File: src/rtl/rtc_pkg.sv
package rtc_pkg;

  localparam int WORD_W = 32;
  localparam int HALF_W = 16;

  // packed time layout, seconds in the least significant bits
  typedef struct packed {
    logic [14:0] day;
    logic [4:0]  hr;
    logic [5:0]  min;
    logic [5:0]  sec;
  } rtc_time_t;

  localparam logic [1:0] SZ_BYTE = 2'd0;
  localparam logic [1:0] SZ_HALF = 2'd1;
  localparam logic [1:0] SZ_WORD = 2'd2;
  localparam logic [1:0] SZ_DBL  = 2'd3;

  localparam int OFF_TIME  = 'h00;
  localparam int OFF_MASK  = 'h04;
  localparam int OFF_STAT  = 'h08;
  localparam int OFF_SWCH  = 'h0C;
  localparam int OFF_ALARM = 'h10;
  localparam int OFF_RUN   = 'h14;

  localparam int ST_ALARM   = 0;
  localparam int ST_SWATCH  = 1;
  localparam int ST_SECOND  = 2;
  localparam int ST_LOADPND = 14;

  localparam logic [HALF_W-1:0] ST_IMPL = 16'h4007;
  localparam logic [HALF_W-1:0] ST_W1C  = 16'h0007;

  function automatic rtc_time_t rtc_step(input rtc_time_t t);
    rtc_time_t r;
    r = t;
    if (t.sec >= 6'd59) begin
      r.sec = '0;
      if (t.min >= 6'd59) begin
        r.min = '0;
        if (t.hr >= 5'd23) begin
          r.hr  = '0;
          r.day = t.day + 15'd1;
        end else begin
          r.hr = t.hr + 5'd1;
        end
      end else begin
        r.min = t.min + 6'd1;
      end
    end else begin
      r.sec = t.sec + 6'd1;
    end
    return r;
  endfunction

endpackage

File: src/rtl/rtc_prescale.sv
module rtc_prescale #(
  parameter int PRESCALE = 32768
) (
  input  logic clk,
  input  logic rst_n,
  input  logic tick_i,
  input  logic run_i,
  input  logic restart_i,
  output logic sec_evt_o
);

  generate
    if (PRESCALE <= 1) begin : g_direct
      assign sec_evt_o = tick_i && run_i && !restart_i;
    end else begin : g_count
      localparam int CNT_W = $clog2(PRESCALE);
      localparam logic [CNT_W-1:0] LAST = CNT_W'(PRESCALE - 1);
      logic [CNT_W-1:0] cnt_q;

      always_ff @(posedge clk or negedge rst_n) begin
        if (!rst_n) begin
          cnt_q <= '0;
        end else if (restart_i) begin
          cnt_q <= '0;
        end else if (tick_i && run_i) begin
          cnt_q <= (cnt_q == LAST) ? '0 : cnt_q + CNT_W'(1);
        end
      end

      assign sec_evt_o = tick_i && run_i && !restart_i && (cnt_q == LAST);


      halt_hold_chk: assert property (@(posedge clk) disable iff (!rst_n)
        (!run_i && !restart_i) |=> $stable(cnt_q));
    end
  endgenerate

endmodule

File: src/rtl/rtc_timekeeper.sv
module rtc_timekeeper
  import rtc_pkg::*;
(
  input  logic              clk,
  input  logic              rst_n,
  input  logic              sec_evt_i,
  input  logic              wr_lo_i,
  input  logic              wr_hi_i,
  input  logic [WORD_W-1:0] wdata_i,
  input  logic [WORD_W-1:0] alarm_i,
  output logic [WORD_W-1:0] time_o,
  output logic              alarm_hit_o
);

  rtc_time_t time_q;
  rtc_time_t time_nxt;
  logic      loading;

  assign loading  = wr_lo_i || wr_hi_i;
  assign time_nxt = rtc_step(time_q);

  always_ff @(posedge clk or negedge rst_n) begin
    if (!rst_n) begin
      time_q <= '0;
    end else if (loading) begin
      if (wr_lo_i) time_q[HALF_W-1:0]      <= wdata_i[HALF_W-1:0];
      if (wr_hi_i) time_q[WORD_W-1:HALF_W] <= wdata_i[WORD_W-1:HALF_W];
    end else if (sec_evt_i) begin
      time_q <= time_nxt;
    end
  end

  assign time_o      = time_q;
  assign alarm_hit_o = sec_evt_i && !loading && (time_nxt == rtc_time_t'(alarm_i));


  sec_wrap_chk: assert property (@(posedge clk) disable iff (!rst_n)
    (sec_evt_i && !loading && time_q.sec == 6'd59) |=> (time_q.sec == 6'd0));


  hr_wrap_chk: assert property (@(posedge clk) disable iff (!rst_n)
    (sec_evt_i && !loading && time_q.sec == 6'd59 && time_q.min == 6'd59 && time_q.hr == 5'd23)
      |=> (time_q.hr == 5'd0 && time_q.day == $past(time_q.day) + 15'd1));

endmodule

File: src/rtl/rtc_stopwatch.sv
module rtc_stopwatch
  import rtc_pkg::*;
(
  input  logic              clk,
  input  logic              rst_n,
  input  logic              sec_evt_i,
  input  logic              wr_i,
  input  logic [HALF_W-1:0] wdata_i,
  output logic [HALF_W-1:0] cnt_o,
  output logic              expire_o
);

  logic [HALF_W-1:0] cnt_q;

  always_ff @(posedge clk or negedge rst_n) begin
    if (!rst_n) begin
      cnt_q <= '0;
    end else if (wr_i) begin
      cnt_q <= wdata_i;
    end else if (sec_evt_i && cnt_q != '0) begin
      cnt_q <= cnt_q - HALF_W'(1);
    end
  end

  assign cnt_o    = cnt_q;
  assign expire_o = sec_evt_i && !wr_i && (cnt_q == HALF_W'(1));


  sw_step_chk: assert property (@(posedge clk) disable iff (!rst_n)
    (sec_evt_i && !wr_i && cnt_q != '0) |=> (cnt_q == $past(cnt_q) - HALF_W'(1)));


  sw_rest_chk: assert property (@(posedge clk) disable iff (!rst_n)
    (!wr_i && cnt_q == '0) |=> (cnt_q == '0));

endmodule

File: src/rtl/rtc_packed_top.sv
module rtc_packed_top
  import rtc_pkg::*;
#(
  parameter int ADDR_W   = 8,
  parameter int PRESCALE = 32768
) (
  input  logic              clk,
  input  logic              rst_n,
  input  logic              tick_i,
  input  logic              acc_en_i,
  input  logic              acc_we_i,
  input  logic [ADDR_W-1:0] acc_addr_i,
  input  logic [1:0]        acc_size_i,
  input  logic [WORD_W-1:0] acc_wdata_i,
  output logic              rsp_valid_o,
  output logic [WORD_W-1:0] rsp_rdata_o,
  output logic              rsp_err_size_o,
  output logic              rsp_err_addr_o,
  output logic              irq_o
);

  // ---------------- decode ----------------
  logic size_ok, is_half, mapped, acc_ok, wr_ok;
  logic sel_time, sel_mask, sel_stat, sel_swch, sel_alarm, sel_run;

  assign is_half   = (acc_size_i == SZ_HALF);
  assign size_ok   = is_half || (acc_size_i == SZ_WORD);
  assign sel_time  = (acc_addr_i == ADDR_W'(OFF_TIME));
  assign sel_mask  = (acc_addr_i == ADDR_W'(OFF_MASK));
  assign sel_stat  = (acc_addr_i == ADDR_W'(OFF_STAT));
  assign sel_swch  = (acc_addr_i == ADDR_W'(OFF_SWCH));
  assign sel_alarm = (acc_addr_i == ADDR_W'(OFF_ALARM));
  assign sel_run   = (acc_addr_i == ADDR_W'(OFF_RUN));
  assign mapped    = sel_time || sel_mask || sel_stat || sel_swch || sel_alarm || sel_run;
  assign acc_ok    = acc_en_i && size_ok && mapped;
  assign wr_ok     = acc_ok && acc_we_i;

  logic time_wr, stat_wr, swch_wr, alarm_wr, mask_wr, run_wr;
  assign time_wr  = wr_ok && sel_time;
  assign stat_wr  = wr_ok && sel_stat;
  assign swch_wr  = wr_ok && sel_swch;
  assign alarm_wr = wr_ok && sel_alarm;
  assign mask_wr  = wr_ok && sel_mask;
  assign run_wr   = wr_ok && sel_run;

  // ---------------- registers ----------------
  logic [HALF_W-1:0] mask_q, stat_q, stat_nxt;
  logic [WORD_W-1:0] alarm_q;
  logic              run_q;

  // ---------------- submodules ----------------
  logic              sec_evt, alarm_hit, sw_expire;
  logic [WORD_W-1:0] time_q;
  logic [HALF_W-1:0] sw_cnt;

  rtc_prescale #(.PRESCALE(PRESCALE)) u_pre (
    .clk       (clk),
    .rst_n     (rst_n),
    .tick_i    (tick_i),
    .run_i     (run_q),
    .restart_i (time_wr),
    .sec_evt_o (sec_evt)
  );

  rtc_timekeeper u_time (
    .clk         (clk),
    .rst_n       (rst_n),
    .sec_evt_i   (sec_evt),
    .wr_lo_i     (time_wr),
    .wr_hi_i     (time_wr && !is_half),
    .wdata_i     (acc_wdata_i),
    .alarm_i     (alarm_q),
    .time_o      (time_q),
    .alarm_hit_o (alarm_hit)
  );

  rtc_stopwatch u_sw (
    .clk       (clk),
    .rst_n     (rst_n),
    .sec_evt_i (sec_evt),
    .wr_i      (swch_wr),
    .wdata_i   (acc_wdata_i[HALF_W-1:0]),
    .cnt_o     (sw_cnt),
    .expire_o  (sw_expire)
  );

  // ---------------- status next state ----------------
  always_comb begin
    stat_nxt = stat_q;
    if (stat_wr) stat_nxt = stat_nxt & ~(acc_wdata_i[HALF_W-1:0] & ST_W1C);
    if (sec_evt)   stat_nxt[ST_LOADPND] = 1'b0;
    if (time_wr)   stat_nxt[ST_LOADPND] = 1'b1;
    if (sec_evt)   stat_nxt[ST_SECOND]  = 1'b1;
    if (alarm_hit) stat_nxt[ST_ALARM]   = 1'b1;
    if (sw_expire) stat_nxt[ST_SWATCH]  = 1'b1;
  end

  always_ff @(posedge clk or negedge rst_n) begin
    if (!rst_n) begin
      mask_q  <= '0;
      stat_q  <= '0;
      alarm_q <= '0;
      run_q   <= 1'b0;
    end else begin
      stat_q <= stat_nxt & ST_IMPL;
      if (mask_wr) mask_q <= acc_wdata_i[HALF_W-1:0] & ST_IMPL;
      if (run_wr)  run_q  <= acc_wdata_i[0];
      if (alarm_wr) begin
        alarm_q[HALF_W-1:0] <= acc_wdata_i[HALF_W-1:0];
        if (!is_half) alarm_q[WORD_W-1:HALF_W] <= acc_wdata_i[WORD_W-1:HALF_W];
      end
    end
  end

  // ---------------- read path and response ----------------
  logic [WORD_W-1:0] rd_word;

  always_comb begin
    rd_word = '0;
    if (sel_time)       rd_word = time_q;
    else if (sel_mask)  rd_word = {{(WORD_W-HALF_W){1'b0}}, mask_q};
    else if (sel_stat)  rd_word = {{(WORD_W-HALF_W){1'b0}}, stat_q};
    else if (sel_swch)  rd_word = {{(WORD_W-HALF_W){1'b0}}, sw_cnt};
    else if (sel_alarm) rd_word = alarm_q;
    else if (sel_run)   rd_word = {{(WORD_W-1){1'b0}}, run_q};
    if (is_half) rd_word[WORD_W-1:HALF_W] = '0;
  end

  always_ff @(posedge clk or negedge rst_n) begin
    if (!rst_n) begin
      rsp_valid_o    <= 1'b0;
      rsp_rdata_o    <= '0;
      rsp_err_size_o <= 1'b0;
      rsp_err_addr_o <= 1'b0;
    end else begin
      rsp_valid_o    <= acc_en_i;
      rsp_rdata_o    <= (acc_ok && !acc_we_i) ? rd_word : '0;
      rsp_err_size_o <= acc_en_i && !size_ok;
      rsp_err_addr_o <= acc_en_i && size_ok && !mapped;
    end
  end

  assign irq_o = |(stat_q & mask_q);

  // ---------------- assertions ----------------

  rsp_follow_chk: assert property (@(posedge clk) disable iff (!rst_n)
    acc_en_i |=> rsp_valid_o);


  size_first_chk: assert property (@(posedge clk) disable iff (!rst_n)
    (acc_en_i && (acc_size_i == SZ_BYTE || acc_size_i == SZ_DBL))
      |=> (rsp_err_size_o && !rsp_err_addr_o && rsp_rdata_o == '0));


  pend_keep_chk: assert property (@(posedge clk) disable iff (!rst_n)
    (stat_q[ST_LOADPND] && !sec_evt) |=> stat_q[ST_LOADPND]);


  w1c_clear_chk: assert property (@(posedge clk) disable iff (!rst_n)
    (stat_wr && acc_wdata_i[ST_ALARM] && !alarm_hit) |=> !stat_q[ST_ALARM]);


  frozen_time_chk: assert property (@(posedge clk) disable iff (!rst_n)
    (!run_q && !time_wr) |=> $stable(time_q));

endmodule

File: config.mk
export PLATFORM = sky130hd
export DESIGN_NAME = rtc_packed_top
export DESIGN_NICKNAME = d
export VERILOG_FILES = /design/src/rtl/rtc_pkg.sv /design/src/rtl/rtc_prescale.sv /design/src/rtl/rtc_timekeeper.sv /design/src/rtl/rtc_stopwatch.sv /design/src/rtl/rtc_packed_top.sv
export SDC_FILE = /design/constraint.sdc
export NUM_CORES = 1
export LEC_CHECK = 0
export BUFFER_PORTS_ARGS = -buffer_cell sky130_fd_sc_hd__buf_2
export CORE_ASPECT_RATIO = 1.25
export CORE_MARGIN = 3
export CORE_UTILIZATION = 30
export DETAILED_ROUTE_END_ITERATION = 10
export HOLD_SLACK_MARGIN = 0.05
export PLACE_DENSITY = 0.43
export SETUP_SLACK_MARGIN = 0.05
export SLEW_MARGIN = 20
export SYNTH_ARGS = -nofsm -noshare
export SYNTH_HDL_FRONTEND = slang
export SYNTH_SLANG_ARGS = --single-unit
File: constraint.sdc
create_clock -name clk -period 4.8 [get_ports clk]
set_input_delay 0.96 -clock clk [delete_from_list [all_inputs] [get_ports clk]]
set_output_delay 0.96 -clock clk [all_outputs]
set_load 0.02 [all_outputs]
## Word-level counts from Yosys, hierarchy flattened

Cells that the tools add are included.

| storage, ports and cells | value |
|---|---|
| register bits | 139 |
| bits of input ports | 47 |
| output and inout bits | 36 |
| word-level logic and storage cells | 121 |

| cells by class | value |
|---|---|
| $add $sub $neg | 6 |
| order comparisons | 3 |
| equal/unequal tests | 12 |
| multiplexer cells | 29 |
| bitwise gates (word level) | 4 |
| reductions and logical operators | 48 |

Operator list:

| operator | number |
|---|---|
| $mux W32 | 8 |
| $mux W16 | 5 |
| $mux W15 | 5 |
| $eq A32 B32 Y1 | 1 |
| $add A15 B1 Y15 const B | 2 |
| $and A15 B15 Y15 | 2 |
| $mux W26 | 1 |
| $logic_and A1 B1 Y1 | 21 |
| $mux W20 | 1 |
| $eq A16 B1 Y1 const B | 1 |
| $eq A8 B4 Y1 const B | 2 |
| $eq A8 B5 Y1 const B | 2 |
| $reduce_bool A16 Y1 | 1 |
| $reduce_or A16 Y1 | 1 |
| $sub A16 B1 Y16 const B | 1 |
| $eq A15 B15 Y1 const B | 1 |
| $not A3 Y15 | 1 |
| $add A6 B1 Y6 const B | 2 |
| $ge A6 B6 Y1 const B | 2 |
| $mux W6 | 2 |
| $reduce_bool A2 Y1 | 6 |
| $eq A8 B3 Y1 const B | 1 |
| $logic_not A8 Y1 | 1 |
| $logic_not A1 Y1 | 7 |
| 12 further kinds | 25 |

## Depth between registers and ports, before layout

Gate-level depths: netlist (run 1).

| depth | value |
|---|---|
| word-level depth | 15 |
| mapped depth | 10 |

## Hierarchy

From an unflattened synthesis (run 1), not the netlist that was laid out.

| unflattened totals | value |
|---|---|
| cell total of the unflattened synthesis | 886 |
| area total of the unflattened synthesis | 8,281.7 um^2 |

By module, submodules not included:

| module | instances | cells each | area each (um^2) | seq. area each (um^2) |
|---|---|---|---|---|
| rtc_packed_top | 1 | 277 | 3,377.0 | 1,901.8 |
| rtc_timekeeper | 1 | 377 | 2,919.0 | 800.8 |
| rtc_stopwatch | 1 | 139 | 1,113.6 | 400.4 |
| rtc_prescale | 1 | 93 | 872.1 | 375.4 |

## Worst setup path before layout (run 1)

No wires, ideal clock.

| timing | value |
|---|---|
| path type | input port to flip-flop |
| start | in acc_addr_i[7] |
| end | reg alarm_q[22] |
| library setup time | 0.127 ns |
| data arrival time | 3.151 ns |
| path slack | 1.522 ns |
| stages | 9 |
| cell sequence | or2_1 > or4_1 > nor3b_2 > and2b_1 > nor4b_4 > and2b_1 > buf_4 > buf_8 > mux2_1 |

| between the ends | value |
|---|---|
| cells in the longest elaborated chain, start to end | 10 |

Ends and longest elaborated chain:

| what | RTL line | RTL |
|---|---|---|
| start: declaration | rtc_packed_top.sv:12 | `input logic [ADDR_W-1:0] acc_addr_i,` |
| $eq A8 B3 Y1 / $logic_not A8 Y1 (equally long branches) | rtc_packed_top.sv:29, rtc_packed_top.sv:28 |  |
| $logic_or A1 B1 Y1 (5 in a row) | rtc_packed_top.sv:34 | `assign mapped = sel_time \|\| sel_mask \|\| sel_stat \|\| sel_swch \|\| sel_alarm \|\| sel_run;` |
| $logic_and A1 B1 Y1 | rtc_packed_top.sv:35 | `assign acc_ok = acc_en_i && size_ok && mapped;` |
| $logic_and A1 B1 Y1 | rtc_packed_top.sv:36 | `assign wr_ok = acc_ok && acc_we_i;` |
| $logic_and A1 B1 Y1 (*) | rtc_packed_top.sv:42 | `assign alarm_wr = wr_ok && sel_alarm;` |
| $reduce_and A2 Y1 (no line) (*) | n/a |  |
| end signal: indexed assignment | rtc_packed_top.sv:109 | `alarm_q[HALF_W-1:0] <= acc_wdata_i[HALF_W-1:0];` |
| end signal: indexed assignment | rtc_packed_top.sv:110 | `if (!is_half) alarm_q[WORD_W-1:HALF_W] <= acc_wdata_i[WORD_W-1:HALF_W];` |
| end: declaration | rtc_packed_top.sv:48 | `logic [WORD_W-1:0] alarm_q;` |

Every way passes the cells marked *; elsewhere a longest branch is shown, timed or not.
A chain may end at the register's enable or synchronous reset.

## Worst setup path after layout (run 1)

| timing | value |
|---|---|
| start | reg, netlist name u_time.time_o[0] |
| end | reg stat_q[0] |

| between the ends | value |
|---|---|
| cells in the longest elaborated chain, start to end | 5 |

Ends and longest elaborated chain:

| what | RTL line | RTL |
|---|---|---|
| $add A6 B1 Y6 / $ge A6 B6 Y1 (equally long branches) | rtc_pkg.sv:51, rtc_pkg.sv:37 |  |
| $mux W6 / $mux W26 (equally long branches) | rtc_pkg.sv:37 | `if (t.sec >= 6'd59) begin` |
| $eq A32 B32 Y1 (*) | rtc_timekeeper.sv:34 | `assign alarm_hit_o = sec_evt_i && !loading && (time_nxt == rtc_time_t'(alarm_i));` |
| $logic_and A1 B1 Y1 (*) | rtc_timekeeper.sv:34 |  |
| $mux W1 / $reduce_bool A2 Y1 (equally long branches) | n/a |  |
| end signal: assignment | rtc_packed_top.sv:105 | `stat_q <= stat_nxt & ST_IMPL;` |
| end: declaration | rtc_packed_top.sv:47 | `logic [HALF_W-1:0] mask_q, stat_q, stat_nxt;` |

Marked as above.

==> results of run 1 <==
-- synthesized netlist by cell type, types with 4 or more instances --
master / number
nor2_1: 98
nand2_1: 70
nor2b_1: 4
buf_2: 8
and3_1: 15
o21ai_0: 63
nand4b_1: 4
or4_1: 6
nand2b_1: 4
nor3_1: 17
clkbuf_1: 41
a41oi_1: 4
mux2_2: 24
a211oi_1: 5
and2_1: 7
a21boi_0: 4
or2_2: 4
nand3b_1: 4
mux2_1: 10
a21o_1: 4
xor2_1: 19
a222oi_1: 12
ha_1: 8
inv_1: 13
nand4_1: 11
nand3_1: 35
a21oi_1: 60
o22ai_1: 8
a31oi_1: 11
mux2i_1: 9
o21a_1: 4
nor4_1: 17
dfrtp_1: 139
a22oi_1: 23
xnor2_1: 34
or3_1: 12
-- through the flow --
step,cell area (um^2),util (%)
after floorplan,7910,-
after global placement,8640,33.7
after detailed placement,8640,33.7
after CTS,9250,36.1
after global routing,9250,36.1
final,9250,36.1
-- power breakdown --
group	leakage [uW]	switching, uW	internal, uW
sequential	0.00191	9.03	1180
clock	0.000294	535	848
combinational	0.00199	68.7	31.3
-- critical path, cell delays in order, from the launching register on --
cell	delay, ps
dfrtp_1	480
ha_1	390
o2111ai_1	810
nor3_1	180
or3_1	390
a221oi_1	290
nand4_1	150
or4_1	560
o21ai_0	180
-- cell type report --
cell class	count	area, um^2
repair buffers	99	544
flip-flops and latches	139	3480
inverters	13	48.8
clock buffers	23	508
fillers	2686	16400
clock inverters	9	109
multi-input cells	658	4150
well taps	335	419
-- logic make-up (layout without fill, tap and decap cells) --
family / after synthesis / after routing / synth area share [%]
simple gates: 325 / 325 / 20.6
compound gates: 228 / 228 / 18.5
flops: 139 / 139 / 44.0
buf+inv: 69 / 144 / 3.64
xor+xnor: 53 / 53 / 5.87
mux: 43 / 43 / 5.98
fa+ha+maj: 9 / 9 / 1.39
-- worst paths after layout --
path                                    startpoint                 endpoint  cells after the start
hold / removal             u_pre.g_count.cnt_q[13]  u_pre.g_count.cnt_q[13]                      1
setup / recovery                  u_time.time_o[0]                stat_q[0]                      8
hold reg to reg            u_pre.g_count.cnt_q[13]  u_pre.g_count.cnt_q[13]                      1
max in group asynchronous                    rst_n               alarm_q[6]                      2
setup reg to reg                  u_time.time_o[0]                stat_q[0]                      8
min in group asynchronous                    rst_n          rsp_rdata_o[17]                      1
-- sequential cells by signal, summed over array words and instances, names as in the netlist --
signal / count
alarm_q: 32
rsp_rdata_o: 32
u_time.time_o: 32
u_sw.cnt_o: 16
u_pre.g_count.cnt_q: 15
mask_q: 4
stat_q: 4
rsp_err_addr_o: 1
rsp_err_size_o: 1
rsp_valid_o: 1
run_q: 1
-- routing by layer --
layer	GRT usage, %	vias to the layer above	part of all wire [%]
met5	0	-	0
met4	4.43	0	1.4
met3	3.34	20	3.7
met2	31.5	152	50
met1	25.0	3407	45
li1	-	3301	-
==> out/qor.yml, run 1 <==
clock-sinks: 139
rrSetupSlack_ps: 1270
fp.coreArea_um2: 25600
gp_congestion: 0.833
dieArea_um2: 28400
grt_pass1_wl_um: 40800
setup_viol: 0
p_leak_uw: 0.00419
antenna_found_initial: 0
synth_top_cell_by_area: "dfrtp_1"
drv_cap: 0
areaGrowthSynthToFinish_pct: 17.0
syn_area_um2: 7910
avgSynthCellArea_um2: 9.13
finalSetupTns_ps: 0
final_common_cell: "dfrtp_1"
floorplan.initialDensity_pct: 30.9
dr_total_vias: 6880
total_power_uw: 2670
root_buffer: "clkbuf_16"
clk_latency_ps: 430
ioPinCount: 83
wl_per_cell_um: 20.2
rsz0062_at_grt: "false"
grt_usage_pct: 18.8
cellPowerDensity_nw_per_um2: 288
clk_path_buf_depth: 2
critPathArrivalTime_ps: 3870
grt_max_degree: 75
ctsResizeCount: 0
antenna_cells: 0
postCtsSetupBuffers: 0
drtPass1Iterations: 7
end_kind: "flip-flop"
maxSlewHeadroom_pct: 37.6
synth.area.top_cells: "dfrtp_1, nor2_1, o21ai_0"
rows: 65
yosysUniqueCellTypes: 72
drt_wl_total_um: 25800
layout_common_cells: "dfrtp_1, nor2_1, buf_2"
finalCritPeriodShare_pct: 73.4
cts.clk_slew.worst_paths_ps: 60
clock_skew_ps: 6.56
syn_inst: 866
timing_worst_setup_path_type: "reg -> reg"
ctsHoldBuffers: 0
grt_pass1_vias: 6924
maxSlewViolCount: 0
final_antenna_net_count: 0
instances_no_fill: 1276
cts_tree: "built"
worst_pin_slew_ps: 935
hpwlAfterDp_um: 18500
synth_top_area_share_pct: 44.0
drt_iter0_drc: 513
vias_per_cell: 5.39
die_h_um: 188
drive_above_1_share_pct: 17.9
crit_required_ps: 5140
grt-ovfl-total: 0
peakVddDrop_uv: 207
dpl.cell_count: 1244
dp_slack_ps: 1160
synth_nets: 921
num-nets-final: 983
yosys_warnings: 0
min_period_ps: 3530
cts_buffers: 17
start_kind: "flip-flop"
portBuffers: 82
ys_seq_area_share_pct: 44.0
whs_ps: 492
synth-async-reset-ratio_pct: 100
synth_flop_cell: "dfrtp_1"
synth_edf_count: 0
status: "complete, no violations"
die_w_um: 151
htreeDepth: 4
drc_errors: 0
synth_seq_cells: 139
hp-class: "reg -> reg"
hold_violations: 0
cp_max_fo: 11
layout_setup_ws_ps: 1270
fmax_ghz: 0.284
(Power assumes the default switching activity.)
==> inputs of run 2 (changes only) <==
==> constraint.sdc (replaced) <==
create_clock -name clk -period 3.6 [get_ports clk]
set_input_delay 0.72 -clock clk [delete_from_list [all_inputs] [get_ports clk]]
set_output_delay 0.72 -clock clk [all_outputs]
set_load 0.02 [all_outputs]
==> run 2 against run 1 <==
  * Fmax increased by 7.7%
  * Core utilization is 0.47 points higher
  * Critical path depth increased by 1
  * Non-clock buffer count increased by 18
  * Power is 32% higher
  * Worst hold slack lost 220 ps
  * Sequential share of layout area fell by 0.48 points
  * Clock skew is 4.8 ps higher
==> out/qor.yml, run 2 (synthesized netlist as in run 1, its figures left out) <==
status: "complete, no violations"
portBuffers: 82
drt_iter0_drc: 418
postCtsSetupBuffers: 0
vias_per_cell: 5.36
fmax_ghz: 0.305
ioPinCount: 83
hold_violations: 0
critPathLaunch: "u_time.time_o[1]"
multiInputGateArea_um2: 4150
cp_max_fo: 11
htreeDepth: 4
final_util_pct: 36.6
grt_pass1_wl_um: 41600
rsz0062_at_grt: "false"
drc_errors: 0
setup_viol: 0
clock_skew_ps: 11.4
worst_pin_slew_ps: 813
grt_usage_pct: 19.1
rows: 65
finalSetupTns_ps: 0
drive_above_1_share_pct: 19.2
clk_path_buf_depth: 2
areaGrowthSynthToFinish_pct: 18.5
hpwlAfterDp_um: 18900
timing_worst_setup_path_type: "reg -> reg"
floorplan.initialDensity_pct: 30.9
crit_required_ps: 3960
die_w_um: 151
dieArea_um2: 28400
grt_use_met1_pct: 24.5
rrSetupSlack_ps: 330
grt_pass1_vias: 7113
die_h_um: 188
p_leak_uw: 0.00428
clock-sinks: 139
layout_setup_ws_ps: 327
gp_congestion: 0.839
maxSlewViolCount: 0
top_usage_layer: "met2"
grt_max_degree: 59
reg2reg_from: "u_time.time_o[1]"
hp-class: "in -> async"
antenna_cells: 0
drt_wl_total_um: 26100
grt_util_met3_pct: 3.26
whs_ps: 268
fp.coreArea_um2: 25600
dp_slack_ps: 348
start_kind: "flip-flop"
min_period_ps: 3270
peakVddDrop_uv: 298
fill_cells: 2640
cts.clk_slew.worst_paths_ps: 70
regArea_um2: 3480
final_antenna_net_count: 0
critPathArrivalTime_ps: 3630
clk_latency_ps: 430
antenna_found_initial: 1
root_buffer: "clkbuf_16"
grtUsageMet2_pct: 32.2
maxSlewHeadroom_pct: 45.7
cts_buffers: 17
finalCritPeriodShare_pct: 90.9
end_kind: "flip-flop"
ctsResizeCount: 0
cellPowerDensity_nw_per_um2: 377
grt-ovfl-total: 0
drtPass1Iterations: 6
cts_tree: "built"
layout_common_cells: "dfrtp_1, nor2_1, buf_2"
ctsHoldBuffers: 0
drv_cap: 0
wl_per_cell_um: 20.2
dr_total_vias: 6919
num-nets-final: 1001
final_common_cell: "dfrtp_1"
==> run 2: changes by cell type in the layout (fill, tap and decap cells not counted), sizes merged <==
| cell | change |
|---|---|
| buf | +18 |
| clkbuf | -5 |
| clkinv | +4 |
| bufinv | +1 |
| clkinvlp | -1 |
| inv | -1 |
==> run 2: layout make-up <==
type / instances / area share, %
clock buffer: 18 / 4.68
timing repair buffer: 117 / 7.38
clock inverter: 12 / 1.60
multi-input combinational: 658 / 44.2
tap: 335 / 4.47
sequential: 139 / 37.1
inverter: 13 / 0.521
==> run 2: critical path, stage by stage (launching register included) <==
cell and delay [ps]:
dfrtp_1 420, ha_1 400, o2111a_1 490, buf_4 230, nand3_1 180, nor3_1 320
xnor2_1 250, o2111ai_1 170, or4_1 570, o21ai_0 160
==> run 2: metal layers <==
layer	wire length [um]	share of wire [%]	up-vias
met5	13	0.050	-
met4	633	2.4	2
met3	777	3.0	37
met2	13200	50	124
met1	11600	44	3421
li1	-	-	3335
==> run 2: stage by stage <==
stage          std cells  total power, uW  area [um^2]
4_1_cts             1292             3600         9370
2_1_floorplan        866             1650         7910
3_5_place_dp        1262             1750         8780
3_3_place_gp        1262             1750         8780
6_report            1292             3530         9370
5_1_grt             1292             3670         9370
==> run 2: power breakdown <==
group / total, uW / internal [uW] / leakage (uW) / switching, uW
combinational: 138 / 45.0 / 0.00209 / 93.2
clock: 1820 / 1100 / 0.000283 / 722
sequential: 1580 / 1570 / 0.00191 / 9.35
==> run 2: final timing paths <==
check	end	depth (start not counted)
max	stat_q[0]	9
min	u_time.time_o[12]	1
max reg2reg	stat_q[0]	9
min reg2reg	u_pre.g_count.cnt_q[13]	1
max in group asynchronous	u_pre.g_count.cnt_q[8]	2
min in group clk	rsp_valid_o	1
==> inputs of run 3 (changes only) <==
--- a/config.mk
+++ b/config.mk
@@ -5,7 +5,8 @@
 export SDC_FILE = /design/constraint.sdc
 export NUM_CORES = 1
 export LEC_CHECK = 0
-export BUFFER_PORTS_ARGS = -buffer_cell sky130_fd_sc_hd__buf_2
+export ABC_AREA = 1
+export BUFFER_PORTS_ARGS = -buffer_cell sky130_fd_sc_hd__clkbuf_2
 export CORE_ASPECT_RATIO = 1.25
 export CORE_MARGIN = 3
 export CORE_UTILIZATION = 30
==> run 3 against run 2 <==
  * Die area grew 0.98%
  * Combinational power down 20%
  * Sequential power barely moved
  * Critical path type unchanged
==> out/qor.yml, run 3 <==
status: "complete, no violations"
vias_per_cell: 4.97
dpl.cell_count: 1472
fp.coreArea_um2: 26100
rows: 66
min_period_ps: 2800
synth_seq_cells: 139
p_leak_uw: 0.00461
finalCritPeriodShare_pct: 77.7
clock_skew_ps: 10.6
start_kind: "flip-flop"
end_kind: "flip-flop"
drt_iter0_drc: 467
synth_flop_cell: "dfrtp_1"
rsz0062_at_grt: "false"
grt_max_degree: 65
grt_usage_pct: 19.1
portBuffers: 82
syn_inst: 1069
fmax_ghz: 0.358
worst_pin_slew_ps: 815
grt-ovfl-total: 0
hold_violations: 0
clk_latency_ps: 430
crit_required_ps: 3960
gp_congestion: 0.822
dieArea_um2: 28600
root_buffer: "clkbuf_16"
layout_common_cells: "nand2_1, dfrtp_1, inv_1"
total_power_uw: 3720
num-nets-final: 1206
synth_top_cell_by_area: "dfrtp_1"
ioPinCount: 83
die_w_um: 152
cts_tree: "built"
peakVddDrop_uv: 253
ctsResizeCount: 0
die_h_um: 188
grt_pass1_wl_um: 42900
final_common_cell: "nand2_1"
grt_pass1_vias: 7519
synth-async-reset-ratio_pct: 100
final_antenna_net_count: 0
synth_nets: 1124
cts_buffers: 17
yosysUniqueCellTypes: 45
antenna_cells: 0
areaGrowthSynthToFinish_pct: 18.3
maxSlewHeadroom_pct: 45.6
synth_top_area_share_pct: 43.5
timing_worst_setup_path_type: "reg -> reg"
drtPass1Iterations: 6
cellPowerDensity_nw_per_um2: 394
cts.clk_slew.worst_paths_ps: 60
cp_max_fo: 16
drive_above_1_share_pct: 14.8
drc_errors: 0
yosys_warnings: 0
hp-class: "in -> async"
maxSlewViolCount: 0
antenna_found_initial: 0
clock-sinks: 139
synth.area.top_cells: "dfrtp_1, nand2_1, inv_1"
floorplan.initialDensity_pct: 30.6
avgSynthCellArea_um2: 7.47
synth_commonest_cells: "nand2_1, dfrtp_1, inv_1"
instances_no_fill: 1504
finalSetupTns_ps: 0
syn_area_um2: 7990
synth_edf_count: 0
setup_viol: 0
yosysMostFrequentCell: "nand2_1"
htreeDepth: 4
placed_area_um2: 8770
ys_seq_area_share_pct: 43.5
drt_wl_total_um: 27200
critPathArrivalTime_ps: 3160
ctsHoldBuffers: 0
fill_cells: 2861
hpwlAfterDp_um: 20100
rrSetupSlack_ps: 800
clk_path_buf_depth: 2
wl_per_cell_um: 18.1
design_area_um2: 9450
whs_ps: 275
drv_cap: 0
dr_total_vias: 7475
postCtsSetupBuffers: 0
run 3: layer usage:
layer,wire [um],up-vias,global-route usage (%),share of wire [%]
met5,0,-,0,0
met1,11800,3566,24.0,44
met4,640,0,6.47,2.4
li1,-,3716,-,-
met3,898,25,3.08,3.3
met2,13800,168,33.6,51
run 3: critical path: stages (launching register included):
cell     delay [ps]
dfrtp_1         420
ha_1            230
nor2_2           80
nor2_4          370
nand2_4         260
inv_2           210
nand2_1         110
nand3_1          70
nand2_1          60
nor2_1          250
nand2_1          90
nor2_1          190
nand2_1         100
nor2_1          110
nand3_1         110
nand2_1          70
run 3: cell families (layout without fill, tap and decap cells):
| group | Yosys count | count (layout) | share of synthesized area, % |
|---|---|---|---|
| simple gates | 529 | 529 | 29.1 |
| compound gates | 216 | 216 | 15.8 |
| buf+inv | 159 | 254 | 8.10 |
| flops | 139 | 139 | 43.5 |
| xor+xnor | 15 | 15 | 1.83 |
| fa+ha+maj | 8 | 8 | 1.25 |
| mux | 3 | 3 | 0.423 |
run 3: metrics by stage:
step | setup WS, ps | utilization, %
floorplan | 1310 | -
global placement | 542 | 33.6
detailed placement | 532 | 33.6
CTS | 809 | 36.2
global route | 525 | 36.2
finish | 803 | 36.2
run 3: final cells by class:
cell class	count	area [um^2]	area share, %
multi-input cells	771	3870	40.9
well taps	340	425	4.50
clock buffers	23	498	5.27
inverters	128	482	5.10
repair buffers	94	519	5.49
flip-flops and latches	139	3480	36.8
clock inverters	9	181	1.92
run 3: worst paths after layout:
path / start / to / depth (start not counted)
hold reg to reg: u_pre.g_count.cnt_q[13] / u_pre.g_count.cnt_q[13] / 2
setup reg to reg: u_time.time_o[1] / stat_q[0] / 15
max in group asynchronous: rst_n / u_pre.g_count.cnt_q[11] / 2
setup / recovery: u_time.time_o[1] / stat_q[0] / 15
hold / removal: rst_n / rsp_rdata_o[8] / 1
min in group clk: acc_en_i / rsp_valid_o / 1
run 3: where the power goes:
part | internal (uW) | total [uW] | switching, uW | leakage (uW)
clock network | 1330 | 2040 | 715 | 0.000322
logic | 30.4 | 110 | 80.1 | 0.00266
registers | 1570 | 1570 | 2.06 | 0.00163
total | 2920 | 3720 | 797 | 0.00461
